===== src/rtl/vbus_pwr_pkg.sv =====
// Shared definitions for the VBUS power switch controller.
// Assumes an 8-bit data path and a 2-bit register address.
package vbus_pwr_pkg;

    localparam int A_CTRL = 0;
    localparam int A_STS  = 1;
    localparam int A_MASK = 2;
    localparam int A_LIVE = 3;

    localparam int ST_FAULT  = 0;
    localparam int ST_ATTACH = 1;
    localparam int ST_DETACH = 2;
    localparam int NUM_ST    = 3;

    // Control register; the field order is the bit order software sees (bit 0 = host_mode).
    typedef struct packed {
        logic irq_on_fault;
        logic auto_off;
        logic flt_pol;
        logic en_pol;
        logic pwr_req;
        logic host_mode;
    } ctrl_t;

    localparam ctrl_t CTRL_RST = '{irq_on_fault: 1'b0, auto_off: 1'b0, flt_pol: 1'b1,
                                   en_pol: 1'b1, pwr_req: 1'b0, host_mode: 1'b0};

endpackage


===== src/rtl/vbus_in_filter.sv =====
// Input conditioner: a multi-flop synchronizer, a polarity select, then a
// run-length filter. level_o is high once the input has been active for
// FILT_LEN consecutive clocks, and it drops on the first inactive clock.
// Assumes SYNC_STAGES >= 2 and that raw_i may be fully asynchronous.
module vbus_in_filter #(
    parameter int SYNC_STAGES = 2,
    parameter int FILT_LEN    = 4
) (
    input  logic clk,
    input  logic rst_n,
    input  logic raw_i,
    input  logic act_high_i,
    output logic level_o
);

    logic [SYNC_STAGES-1:0] sync_q;
    logic                   act;

    // Shift the raw input through the synchronizer chain.
    always_ff @(posedge clk) begin
        if (!rst_n) sync_q <= '0;
        else        sync_q <= {sync_q[SYNC_STAGES-2:0], raw_i};
    end

    assign act = (sync_q[SYNC_STAGES-1] == act_high_i);

    generate
        if (FILT_LEN <= 1) begin : g_nofilt
            logic lvl_q;
            // Register the polarity-corrected level directly.
            always_ff @(posedge clk) begin
                if (!rst_n) lvl_q <= 1'b0;
                else        lvl_q <= act;
            end
            assign level_o = lvl_q;
        end else begin : g_filt
            localparam int CW = $clog2(FILT_LEN + 1);
            logic [CW-1:0] run_q;
            // Count consecutive active clocks, saturating at the threshold.
            always_ff @(posedge clk) begin
                if (!rst_n)                         run_q <= '0;
                else if (!act)                      run_q <= '0;
                else if (run_q != CW'(FILT_LEN))    run_q <= run_q + 1'b1;
            end
            assign level_o = (run_q == CW'(FILT_LEN));


            drop_on_idle_chk: assert property (@(posedge clk) disable iff (!rst_n)
                !act |=> !level_o);

            rise_needs_act_chk: assert property (@(posedge clk) disable iff (!rst_n)
                $rose(level_o) |-> $past(act));
        end
    endgenerate

endmodule


===== src/rtl/vbus_evt_detect.sv =====
// Edge detector for a synchronized level: one-clock pulses on the rising and
// falling edges. Assumes level_i is already synchronous to clk; its idle level
// after reset is low.
module vbus_evt_detect (
    input  logic clk,
    input  logic rst_n,
    input  logic level_i,
    output logic rise_o,
    output logic fall_o
);

    logic prev_q;

    // Remember the previous level for the edge compare.
    always_ff @(posedge clk) begin
        if (!rst_n) prev_q <= 1'b0;
        else        prev_q <= level_i;
    end

    assign rise_o = level_i & ~prev_q;
    assign fall_o = ~level_i & prev_q;

endmodule


===== src/rtl/vbus_pwr_regs.sv =====
// Register file: control, sticky write-one-to-clear status, interrupt mask,
// and a read-only view of live levels. It also applies the hardware
// power-request clear on an auto-off fault. Assumes fault_i, attach_i and
// detach_i are synchronous to clk.
module vbus_pwr_regs
    import vbus_pwr_pkg::*;
#(
    parameter int DATA_W = 8,
    parameter int ADDR_W = 2
) (
    input  logic              clk,
    input  logic              rst_n,
    input  logic              wr_i,
    input  logic [ADDR_W-1:0] addr_i,
    input  logic [DATA_W-1:0] wdata_i,
    output logic [DATA_W-1:0] rdata_o,
    input  logic              fault_i,
    input  logic              attach_i,
    input  logic              detach_i,
    input  logic [2:0]        live_i,
    output ctrl_t             ctrl_o,
    output logic              irq_o
);

    ctrl_t             ctrl_q;
    logic [NUM_ST-1:0] sts_q;
    logic [NUM_ST-1:0] msk_q;
    logic [NUM_ST-1:0] sts_set;
    logic [NUM_ST-1:0] sts_clr;
    logic              wr_ctrl, wr_sts, wr_msk;
    logic              trip, req_block;

    assign wr_ctrl   = wr_i && (addr_i == ADDR_W'(A_CTRL));
    assign wr_sts    = wr_i && (addr_i == ADDR_W'(A_STS));
    assign wr_msk    = wr_i && (addr_i == ADDR_W'(A_MASK));
    assign trip      = ctrl_q.auto_off && fault_i;
    assign req_block = ctrl_q.auto_off && sts_q[ST_FAULT];

    // Control register update; the hardware trip overrides any write of the request.
    always_ff @(posedge clk) begin
        if (!rst_n) begin
            ctrl_q <= CTRL_RST;
        end else begin
            if (wr_ctrl) begin
                ctrl_q.host_mode    <= wdata_i[0];
                ctrl_q.en_pol       <= wdata_i[2];
                ctrl_q.flt_pol      <= wdata_i[3];
                ctrl_q.auto_off     <= wdata_i[4];
                ctrl_q.irq_on_fault <= wdata_i[5];
                if (!req_block) ctrl_q.pwr_req <= wdata_i[1];
            end
            if (trip) ctrl_q.pwr_req <= 1'b0;
        end
    end

    // Collect status set events and write-one-to-clear requests.
    always_comb begin
        sts_set            = '0;
        sts_set[ST_FAULT]  = fault_i && ctrl_q.irq_on_fault;
        sts_set[ST_ATTACH] = attach_i;
        sts_set[ST_DETACH] = detach_i;
        sts_clr            = wr_sts ? wdata_i[NUM_ST-1:0] : '0;
    end

    // Sticky status; a set event in the same cycle beats the clear.
    always_ff @(posedge clk) begin
        if (!rst_n) sts_q <= '0;
        else        sts_q <= (sts_q & ~sts_clr) | sts_set;
    end

    // Interrupt mask register.
    always_ff @(posedge clk) begin
        if (!rst_n)      msk_q <= '0;
        else if (wr_msk) msk_q <= wdata_i[NUM_ST-1:0];
    end

    // Read multiplexer.
    always_comb begin
        rdata_o = '0;
        case (addr_i)
            ADDR_W'(A_CTRL): rdata_o = DATA_W'(ctrl_q);
            ADDR_W'(A_STS):  rdata_o = DATA_W'(sts_q);
            ADDR_W'(A_MASK): rdata_o = DATA_W'(msk_q);
            default:         rdata_o = DATA_W'(live_i);
        endcase
    end

    assign ctrl_o = ctrl_q;
    assign irq_o  = |(sts_q & msk_q);


    auto_trip_chk: assert property (@(posedge clk) disable iff (!rst_n)
        (ctrl_q.auto_off && fault_i) |=> !ctrl_q.pwr_req);

    fault_status_chk: assert property (@(posedge clk) disable iff (!rst_n)
        (ctrl_q.irq_on_fault && fault_i) |=> sts_q[ST_FAULT]);

    attach_status_chk: assert property (@(posedge clk) disable iff (!rst_n)
        attach_i |=> sts_q[ST_ATTACH]);

    detach_status_chk: assert property (@(posedge clk) disable iff (!rst_n)
        detach_i |=> sts_q[ST_DETACH]);

    w1c_clear_chk: assert property (@(posedge clk) disable iff (!rst_n)
        (wr_sts && wdata_i[ST_ATTACH] && !attach_i) |=> !sts_q[ST_ATTACH]);

endmodule


===== src/rtl/vbus_pwr_ctl.sv =====
// VBUS power switch controller top. It conditions the fault and VBUS-valid
// inputs, holds the registers, and drives a registered, polarity-selected
// enable pin. Assumes a single clock domain for the register port; both pin
// inputs may be asynchronous.
module vbus_pwr_ctl
    import vbus_pwr_pkg::*;
#(
    parameter int DATA_W      = 8,
    parameter int ADDR_W      = 2,
    parameter int SYNC_STAGES = 2,
    parameter int FAULT_FILT  = 4
) (
    input  logic              clk,
    input  logic              rst_n,
    input  logic              reg_wr,
    input  logic [ADDR_W-1:0] reg_addr,
    input  logic [DATA_W-1:0] reg_wdata,
    output logic [DATA_W-1:0] reg_rdata,
    input  logic              vbus_fault_in,
    input  logic              vbus_valid_in,
    output logic              vbus_en_out,
    output logic              irq_out
);

    ctrl_t ctrl;
    logic  fault_lvl, vbus_lvl, attach_p, detach_p;
    logic  pwr_on, en_q;

    vbus_in_filter #(.SYNC_STAGES(SYNC_STAGES), .FILT_LEN(FAULT_FILT)) u_fault_flt (
        .clk(clk), .rst_n(rst_n), .raw_i(vbus_fault_in),
        .act_high_i(ctrl.flt_pol), .level_o(fault_lvl)
    );

    vbus_in_filter #(.SYNC_STAGES(SYNC_STAGES), .FILT_LEN(1)) u_vbus_flt (
        .clk(clk), .rst_n(rst_n), .raw_i(vbus_valid_in),
        .act_high_i(1'b1), .level_o(vbus_lvl)
    );

    vbus_evt_detect u_vbus_evt (
        .clk(clk), .rst_n(rst_n), .level_i(vbus_lvl),
        .rise_o(attach_p), .fall_o(detach_p)
    );

    vbus_pwr_regs #(.DATA_W(DATA_W), .ADDR_W(ADDR_W)) u_regs (
        .clk(clk), .rst_n(rst_n), .wr_i(reg_wr), .addr_i(reg_addr),
        .wdata_i(reg_wdata), .rdata_o(reg_rdata), .fault_i(fault_lvl),
        .attach_i(attach_p), .detach_i(detach_p),
        .live_i({fault_lvl, vbus_lvl, pwr_on}), .ctrl_o(ctrl), .irq_o(irq_out)
    );

    assign pwr_on = ctrl.host_mode && ctrl.pwr_req && !(ctrl.auto_off && fault_lvl);

    // Drive the enable pin from a flop at the selected polarity.
    always_ff @(posedge clk) begin
        if (!rst_n) en_q <= 1'b0;
        else        en_q <= ctrl.en_pol ? pwr_on : !pwr_on;
    end

    assign vbus_en_out = en_q;


    device_mode_off_chk: assert property (@(posedge clk) disable iff (!rst_n)
        $past(!ctrl.host_mode) |-> (vbus_en_out == !$past(ctrl.en_pol)));

    trip_pin_off_chk: assert property (@(posedge clk) disable iff (!rst_n)
        (ctrl.auto_off && fault_lvl) |=> (vbus_en_out == !$past(ctrl.en_pol)));

endmodule


===== config.mk =====
export PLATFORM = sky130hd
export DESIGN_NAME = vbus_pwr_ctl
export DESIGN_NICKNAME = d
export VERILOG_FILES = /design/src/rtl/vbus_pwr_pkg.sv /design/src/rtl/vbus_in_filter.sv /design/src/rtl/vbus_evt_detect.sv /design/src/rtl/vbus_pwr_regs.sv /design/src/rtl/vbus_pwr_ctl.sv
export SDC_FILE = /design/constraint.sdc
export NUM_CORES = 1
export LEC_CHECK = 0
export CORE_UTILIZATION = 43
export DETAILED_ROUTE_END_ITERATION = 7
export GPL_ROUTABILITY_DRIVEN = 0
export PLACE_DENSITY = 0.86
export SYNTH_ARGS = -nofsm -noshare
export SYNTH_HDL_FRONTEND = slang
export SYNTH_HIERARCHICAL = 1
export SYNTH_SLANG_ARGS = --single-unit

===== constraint.sdc =====
create_clock -name clk -period 1.7 [get_ports clk]
set_clock_uncertainty 0.05 [all_clocks]
set_input_delay 0.34 -clock clk [delete_from_list [all_inputs] [get_ports clk]]
set_output_delay 0.34 -clock clk [all_outputs]
set_load 0.01 [all_outputs]

==> run metrics, run 1 <==
Core ar. 2250 µm²; Final Slew Violations 0; setup slack at placement -0.606 ns; number of synthesized flops with an enable pin 0; floorplan die width 51.2 µm; sequential share of the synthesized area ~42%; area used by sequential logic in the layout 445 µm²; HPWL after DPL 1.79 mm; Fin. Hold Viols 0; critical path data arrival time 1.65 ns; outcome finished with violations; total power divided by cell area about 650 nW/µm²; DRC viols 0; number of buffers inserted by hold repair at cts 0; effective utilization at floorplan 46.2%; clock buffer count from CTS 3; smallest setup slack after layout -0.338 ns; Final Cycle Share 120%; dominant combinational cell family by area after synthesis simple AND/OR/NAND/NOR gates; full die area 2620 µm²; routed length per placed instance 13.9 µm; crit path launch type flop; final-stage net count 157; maximum count of clock buffers along a single path 2; first drt pass iteration count 4; Fillers 198; final critical delay including setup and external delays 2.04 ns; critical path data required time 1.31 ns; post-route non-filler standard cell count about 170; DRT iter0 DRCs 33; cell area after synthesis between 1000 and 1500 µm²; via count of the first global-routing pass 861; floorplan die height roughly 51 µm; final setup violation count 2; max-capacitance violation count 0; dominant synthesized flop cell dfxtp_1; Post-Synthesis Mean Instance Area 10.2 µm²; number of storage elements in the synthesis netlist 22; overflow left after global routing 0; number of instances in the synthesized netlist 102; antenna violations before repair 0; H-tree depth reported by CTS 1; proportion of layout cells with a drive suffix above 1 32.6%; number of clock sinks 22; simple-gate area share of the yosys netlist around a fifth; share of synthesized cell area in full adder, half adder and majority cells 2.40%; via count 852; type of the worst min-delay path flop to flop; Post-DRT Antenna Nets 0; Max Fclk 0.491 GHz; crit path capture type output port; Final TNS setup -0.607 ns; IO Pins 25; total track usage 20.3%; instance area after placement 1360 µm²; CTS tree yes; start-to-end type of the worst setup path flop to output port; Min Hold Slack 0.394 ns; number of vias per cell 5.13; cell count after placement between 150 and 200; highest fanout seen on the critical path 3; input/output buffers 20; number of distinct library cells after synthesis 33; number of warnings issued by yosys 6; violations in the final reports setup timing; clock insertion delay at the later pin of the skew report 0.30 ns; synthesized-area fraction occupied by xor and xnor cells 1.68%; final design area excluding fillers 1410 µm²; pin count of the biggest net entering global routing 12; area growth from synthesis to layout 35.0%; library cell used as clock root buffer clkbuf_4; clock-pin transition on the worst setup and hold timing paths 0.11 ns; aggregate routed wire length 2.31 mm; cell taking the most area after synthesis dfxtp_1; leakage power total 0.599 nW; mux share of post-synthesis cell area 14.5%; global-route wire length before repair 3.73 mm; Worst IR Drop VDD 0.420 mV; portion of synthesized cell area occupied by the leading cell type a little over two fifths; compound-gate portion of the synthesized area 11.4%; area of combinational cells with multiple inputs 566 µm²; top cells by area, synth dfxtp_1, mux2i_1, and2_1; FFs w/ async S/R, synth 0%; RSZ-0062 raised after global routing yes; count of antenna diodes in the layout 0; number of core rows 17
## synth_stat cells, drive strengths merged (2+ instances only)
master and number:
dfxtp 22, a211oi 2, ha 2, o21ai 2, a31oi 2, nand2b 2
inv 7, mux2i 8, a21bo 2, mux4 3, nand3 3, nor2b 2
nand2 8, nor2 8, a21oi 3, and2 10, conb 2, buf 4
## metal layers
| layer | track usage (%) | wire length, µm | up-vias |
|---|---|---|---|
| met3 | 5.65 | 88 | 6 |
| met1 | 21.3 | 938 | 405 |
| li1 | - | - | 421 |
| met2 | 35.7 | 1220 | 20 |
| met5 | 0 | 0 | - |
| met4 | 12.0 | 65 | 0 |
## path summary, 6_finish.rpt
| path | from | end | slack [ns] | cells past startpoint |
|---|---|---|---|---|
| worst min register to register | u_vbus_flt/sync_q[0]$_SDFF_PN0_ | u_vbus_flt/sync_q[1]$_SDFF_PN0_ | 0.39 | 1 |
| worst min-delay path | u_vbus_flt/sync_q[0]$_SDFF_PN0_ | u_vbus_flt/sync_q[1]$_SDFF_PN0_ | 0.39 | 1 |
| worst max register to register | u_fault_flt/g_filt.run_q[1]$_SDFFE_PN0P_ | u_fault_flt/g_filt.run_q[1]$_SDFFE_PN0P_ | 0.43 | 5 |
| worst max-delay path | u_fault_flt/g_filt.run_q[1]$_SDFFE_PN0P_ | reg_rdata[0] | -0.34 | 6 |
## flip-flops by register name (all words and copies together), names as in the netlist
name                      cells
vbus_en_out                   1
u_regs/msk_q                  3
u_fault_flt/g_filt.run_q      3
u_vbus_flt/level_o            1
u_regs/ctrl_o                 6
u_regs/sts_q                  3
u_vbus_evt/prev_q             1
u_fault_flt/sync_q            2
u_vbus_flt/sync_q             2
## stage by stage
step | utilization [%] | power (W)
floorplan | - | 0.000633
global placement | 60.1 | 0.000697
detailed placement | 60.1 | 0.000704
CTS | 62.3 | 0.000930
global route | 62.3 | 0.000969
finish | 62.3 | 0.000913
## layout by cell type, fill, tap and decap left out, types with 3 or more instances in the layout
cell type	n
conb_1	3
clkdlybuf4s50_1	11
nand2_1	8
mux4_2	3
mux2i_1	8
buf_4	15
clkbuf_4	3
and2_1	9
buf_2	3
dfxtp_2	4
nor2_1	7
inv_1	5
dfxtp_1	18
## cell families after synthesis
group,Yosys count
AO/OA/AOI/OAI,15
XOR/XNOR,2
adder cells (fa/ha/maj),2
buffers and inverters,11
flip-flops,22
multiplexers,11
other,2
AND/OR/NAND/NOR,37
## report_power, final
part | switching, W | leakage, nW | internal, W
clock network | 0.000137 | 0.0138 | 0.0000825
registers | 0.0000141 | 0.181 | 0.000536
logic | 0.0000626 | 0.404 | 0.0000813
## critical path: stages (launching register included)
cell	delay, ns
dfxtp_2	0.34
inv_2	0.06
ha_4	0.13
and2_4	0.16
a21oi_4	0.06
mux4_2	0.48
buf_6	0.14
## area by class of cell
class	instances	area share [%]
clock buffer	3	1.60
inverter	7	1.87
multi-input combinational	70	40.2
sequential	22	31.7
tap	28	2.49
timing repair buffer	36	22.1
## repair_timing
item	CTS	global route
resized for setup	37	1
setup buffers	1	0
setup endpoints to repair	7	4
pin swaps	3	1
Power figures use the tool's default switching activity.
==> run 2, diff against run 1 <==
PLACE_DENSITY = 0.8   (was 0.86)
REMOVE_ABC_BUFFERS = 1   (was not set)
==> run 2 against run 1 <==
Effect of this change:
- the flow still finishes with violations (setup timing)
- global-route usage is 1.2 points higher
- count of clock-buffer cells in the layout stayed put
- worst hold slack better by 0.0028 ns
- first-iteration DRC count is 36% lower
- wire length is 5.3% higher
- non-clock buffer count is 5 higher
- clock power is 82% higher
- maximum frequency is 0.99% lower
- design area is 5.4% higher
- sequential power hardly changed
- power is 21% higher
- utilization is 3.4 points higher
- largest power group unchanged
==> run metrics, run 2 (synthesis gave the netlist of run 1 again) <==
outcome finished with violations; violations in the final reports setup timing; crit path capture type output port; Switching Power 0.000241 W (+13%); first drt pass iteration count 5 (+1); Min Hold Slack 0.396 ns (+0.00277 ns); Switching Share 21.8% (-1.6 points); CTS tree yes; DRC viols 0 (unchanged); floorplan die width 51.2 µm (unchanged); full die area 2620 µm² (unchanged); critical path data arrival time 1.67 ns (+0.02 ns); Most Crowded Layer GR met2; overflow left after global routing 0 (unchanged); Final Slew Violations 0 (unchanged); number of buffers inserted by hold repair at cts 0 (unchanged); max FFs per register 6 (unchanged); antenna violations before repair 0 (unchanged); Post-DRT Antenna Nets 0 (unchanged); Worst IR Drop VDD 0.683 mV (+63%); clock buffer count from CTS 3 (unchanged); H-tree depth reported by CTS 1 (unchanged); clock-pin transition on the worst setup and hold timing paths 0.11 ns (about the same); total track usage 21.5% (+1.2 points); Cell Int Power 0.000864 W (+24%); aggregate routed wire length 2.44 mm (+5.3%); maximum count of clock buffers along a single path 2 (unchanged); commonest non-fill, non-tap cell in the layout buf_4; Fin. Hold Viols 0 (unchanged); input/output buffers 20 (unchanged); area growth from synthesis to layout 42.3%; crit path launch type flop; proportion of layout cells with a drive suffix above 1 35.4% (+2.8 points); via count 893 (+4.8%); most used cells in the layout excluding fill and tap cells buf_4, dfxtp_1, clkdlybuf4s50_1, and2_1; smallest setup slack after layout -0.359 ns (-0.0203 ns); relative contribution of sequential cells to total power 49.7% (-10 points); number of vias per cell 5.19 (+1.2%); Max Fclk 0.486 GHz (-0.99%); highest fanout seen on the critical path 3 (unchanged); routed length per placed instance 14.2 µm (+1.6%); via count of the first global-routing pass 897 (+4.2%); max-capacitance violation count 0 (unchanged); HPWL after DPL 1.82 mm (+1.9%); met1 Resource Use GR 23.8% (+2.4 points); leakage power total 0.645 nW (+7.7%); clock insertion delay at the later pin of the skew report 0.32 ns (+0.02 ns); DRT iter0 DRCs 21 (-36%); final setup violation count 2 (unchanged); type of the worst min-delay path flop to flop; count of antenna diodes in the layout 0 (unchanged); RSZ-0062 raised after global routing yes; share of power burned in combinational logic 14.1% (-1.7 points); total power divided by cell area 746 nW/µm² (+15%); Core ar. 2250 µm² (unchanged); number of core rows 17 (unchanged); Final Cycle Share 121% (+1.2 points); Fillers 182 (-8.1%); IO Pins 25 (unchanged); pin count of the biggest net entering global routing 14 (+2); final-stage net count 162 (+3.2%); critical path data required time 1.31 ns (about the same); global-route wire length before repair 4.09 mm (+9.6%); start-to-end type of the worst setup path flop to output port; final critical delay including setup and external delays 2.06 ns (+0.0203 ns); number of clock sinks 22 (unchanged); library cell used as clock root buffer clkbuf_4; effective utilization at floorplan 46.2% (unchanged); Final TNS setup -0.673 ns (-0.0655 ns); met3 demand-to-capacity share in global routing 7.14% (+1.5 points); global routing usage on met2 37.3% (+1.5 points); clock power share 36.2% (+12 points); floorplan die height 51.2 µm (unchanged)
run 2: cell type report:
| type | count | area [µm²] | share of cell area (%) |
|---|---|---|---|
| clock inverters | 1 | 30.0 | 2.03 |
| clock buffers | 3 | 22.5 | 1.52 |
| multi-input cells | 70 | 566 | 38.2 |
| flip-flops and latches | 22 | 447 | 30.2 |
| repair buffers | 41 | 355 | 24.0 |
| inverters | 7 | 26.3 | 1.77 |
| well taps | 28 | 35.0 | 2.36 |
run 2: routing by layer:
layer | part of all wire, % | wire [µm]
met5 | 0 | 0
met4 | 4.1 | 99
met3 | 6.2 | 152
met2 | 49 | 1200
met1 | 40 | 983
run 2: final timing paths:
path,startpoint,endpoint,slack [ns],cells after the start
setup reg to reg,u_fault_flt/g_filt.run_q[0]$_SDFFE_PN0P_,u_fault_flt/g_filt.run_q[1]$_SDFFE_PN0P_,0.32,6
hold reg to reg,u_fault_flt/sync_q[0]$_SDFF_PN0_,u_fault_flt/sync_q[1]$_SDFF_PN0_,0.40,1
setup / recovery,u_fault_flt/g_filt.run_q[0]$_SDFFE_PN0P_,reg_rdata[0],-0.36,6
hold / removal,u_fault_flt/sync_q[0]$_SDFF_PN0_,u_fault_flt/sync_q[1]$_SDFF_PN0_,0.40,1
run 2: worst max-delay path, stage by stage, from the launching register on:
cell     delay [ns]
dfxtp_2        0.34
inv_2          0.07
ha_4           0.13
and2_4         0.16
a21oi_4        0.06
mux4_2         0.47
buf_6          0.14
run 2: per-stage QoR:
step           total power [W]  utilization [%]  cell area [µm²]  instances  setup slack [ns]
2_1_floorplan         0.000619                -             1010         99           -0.0790
3_3_place_gp          0.000698             60.4             1360        163            -0.612
3_5_place_dp          0.000705             60.4             1360        163            -0.628
4_1_cts                0.00111             64.7             1460        170            -0.360
5_1_grt                0.00115             65.7             1480        172            -0.430
6_report               0.00110             65.7             1480        172            -0.359
run 2: what timing repair did:
action                                  4_1_cts  5_1_grt
endpoints found under the setup margin        7        6
resized for setup                            40        2
buffers inserted                              3        2
gates cloned                                  0        0
pin swaps                                     3        2
run 2: power by group through the flow:
stage | clock, W | combinational [W] | sequential, W
global route | 0.000433 | 0.000169 | 0.000551
detailed placement | 0 | 0.000147 | 0.000559
CTS | 0.000408 | 0.000150 | 0.000548
floorplan | 0 | 0.0000625 | 0.000556
finish | 0.000400 | 0.000156 | 0.000549
global placement | 0 | 0.000140 | 0.000558
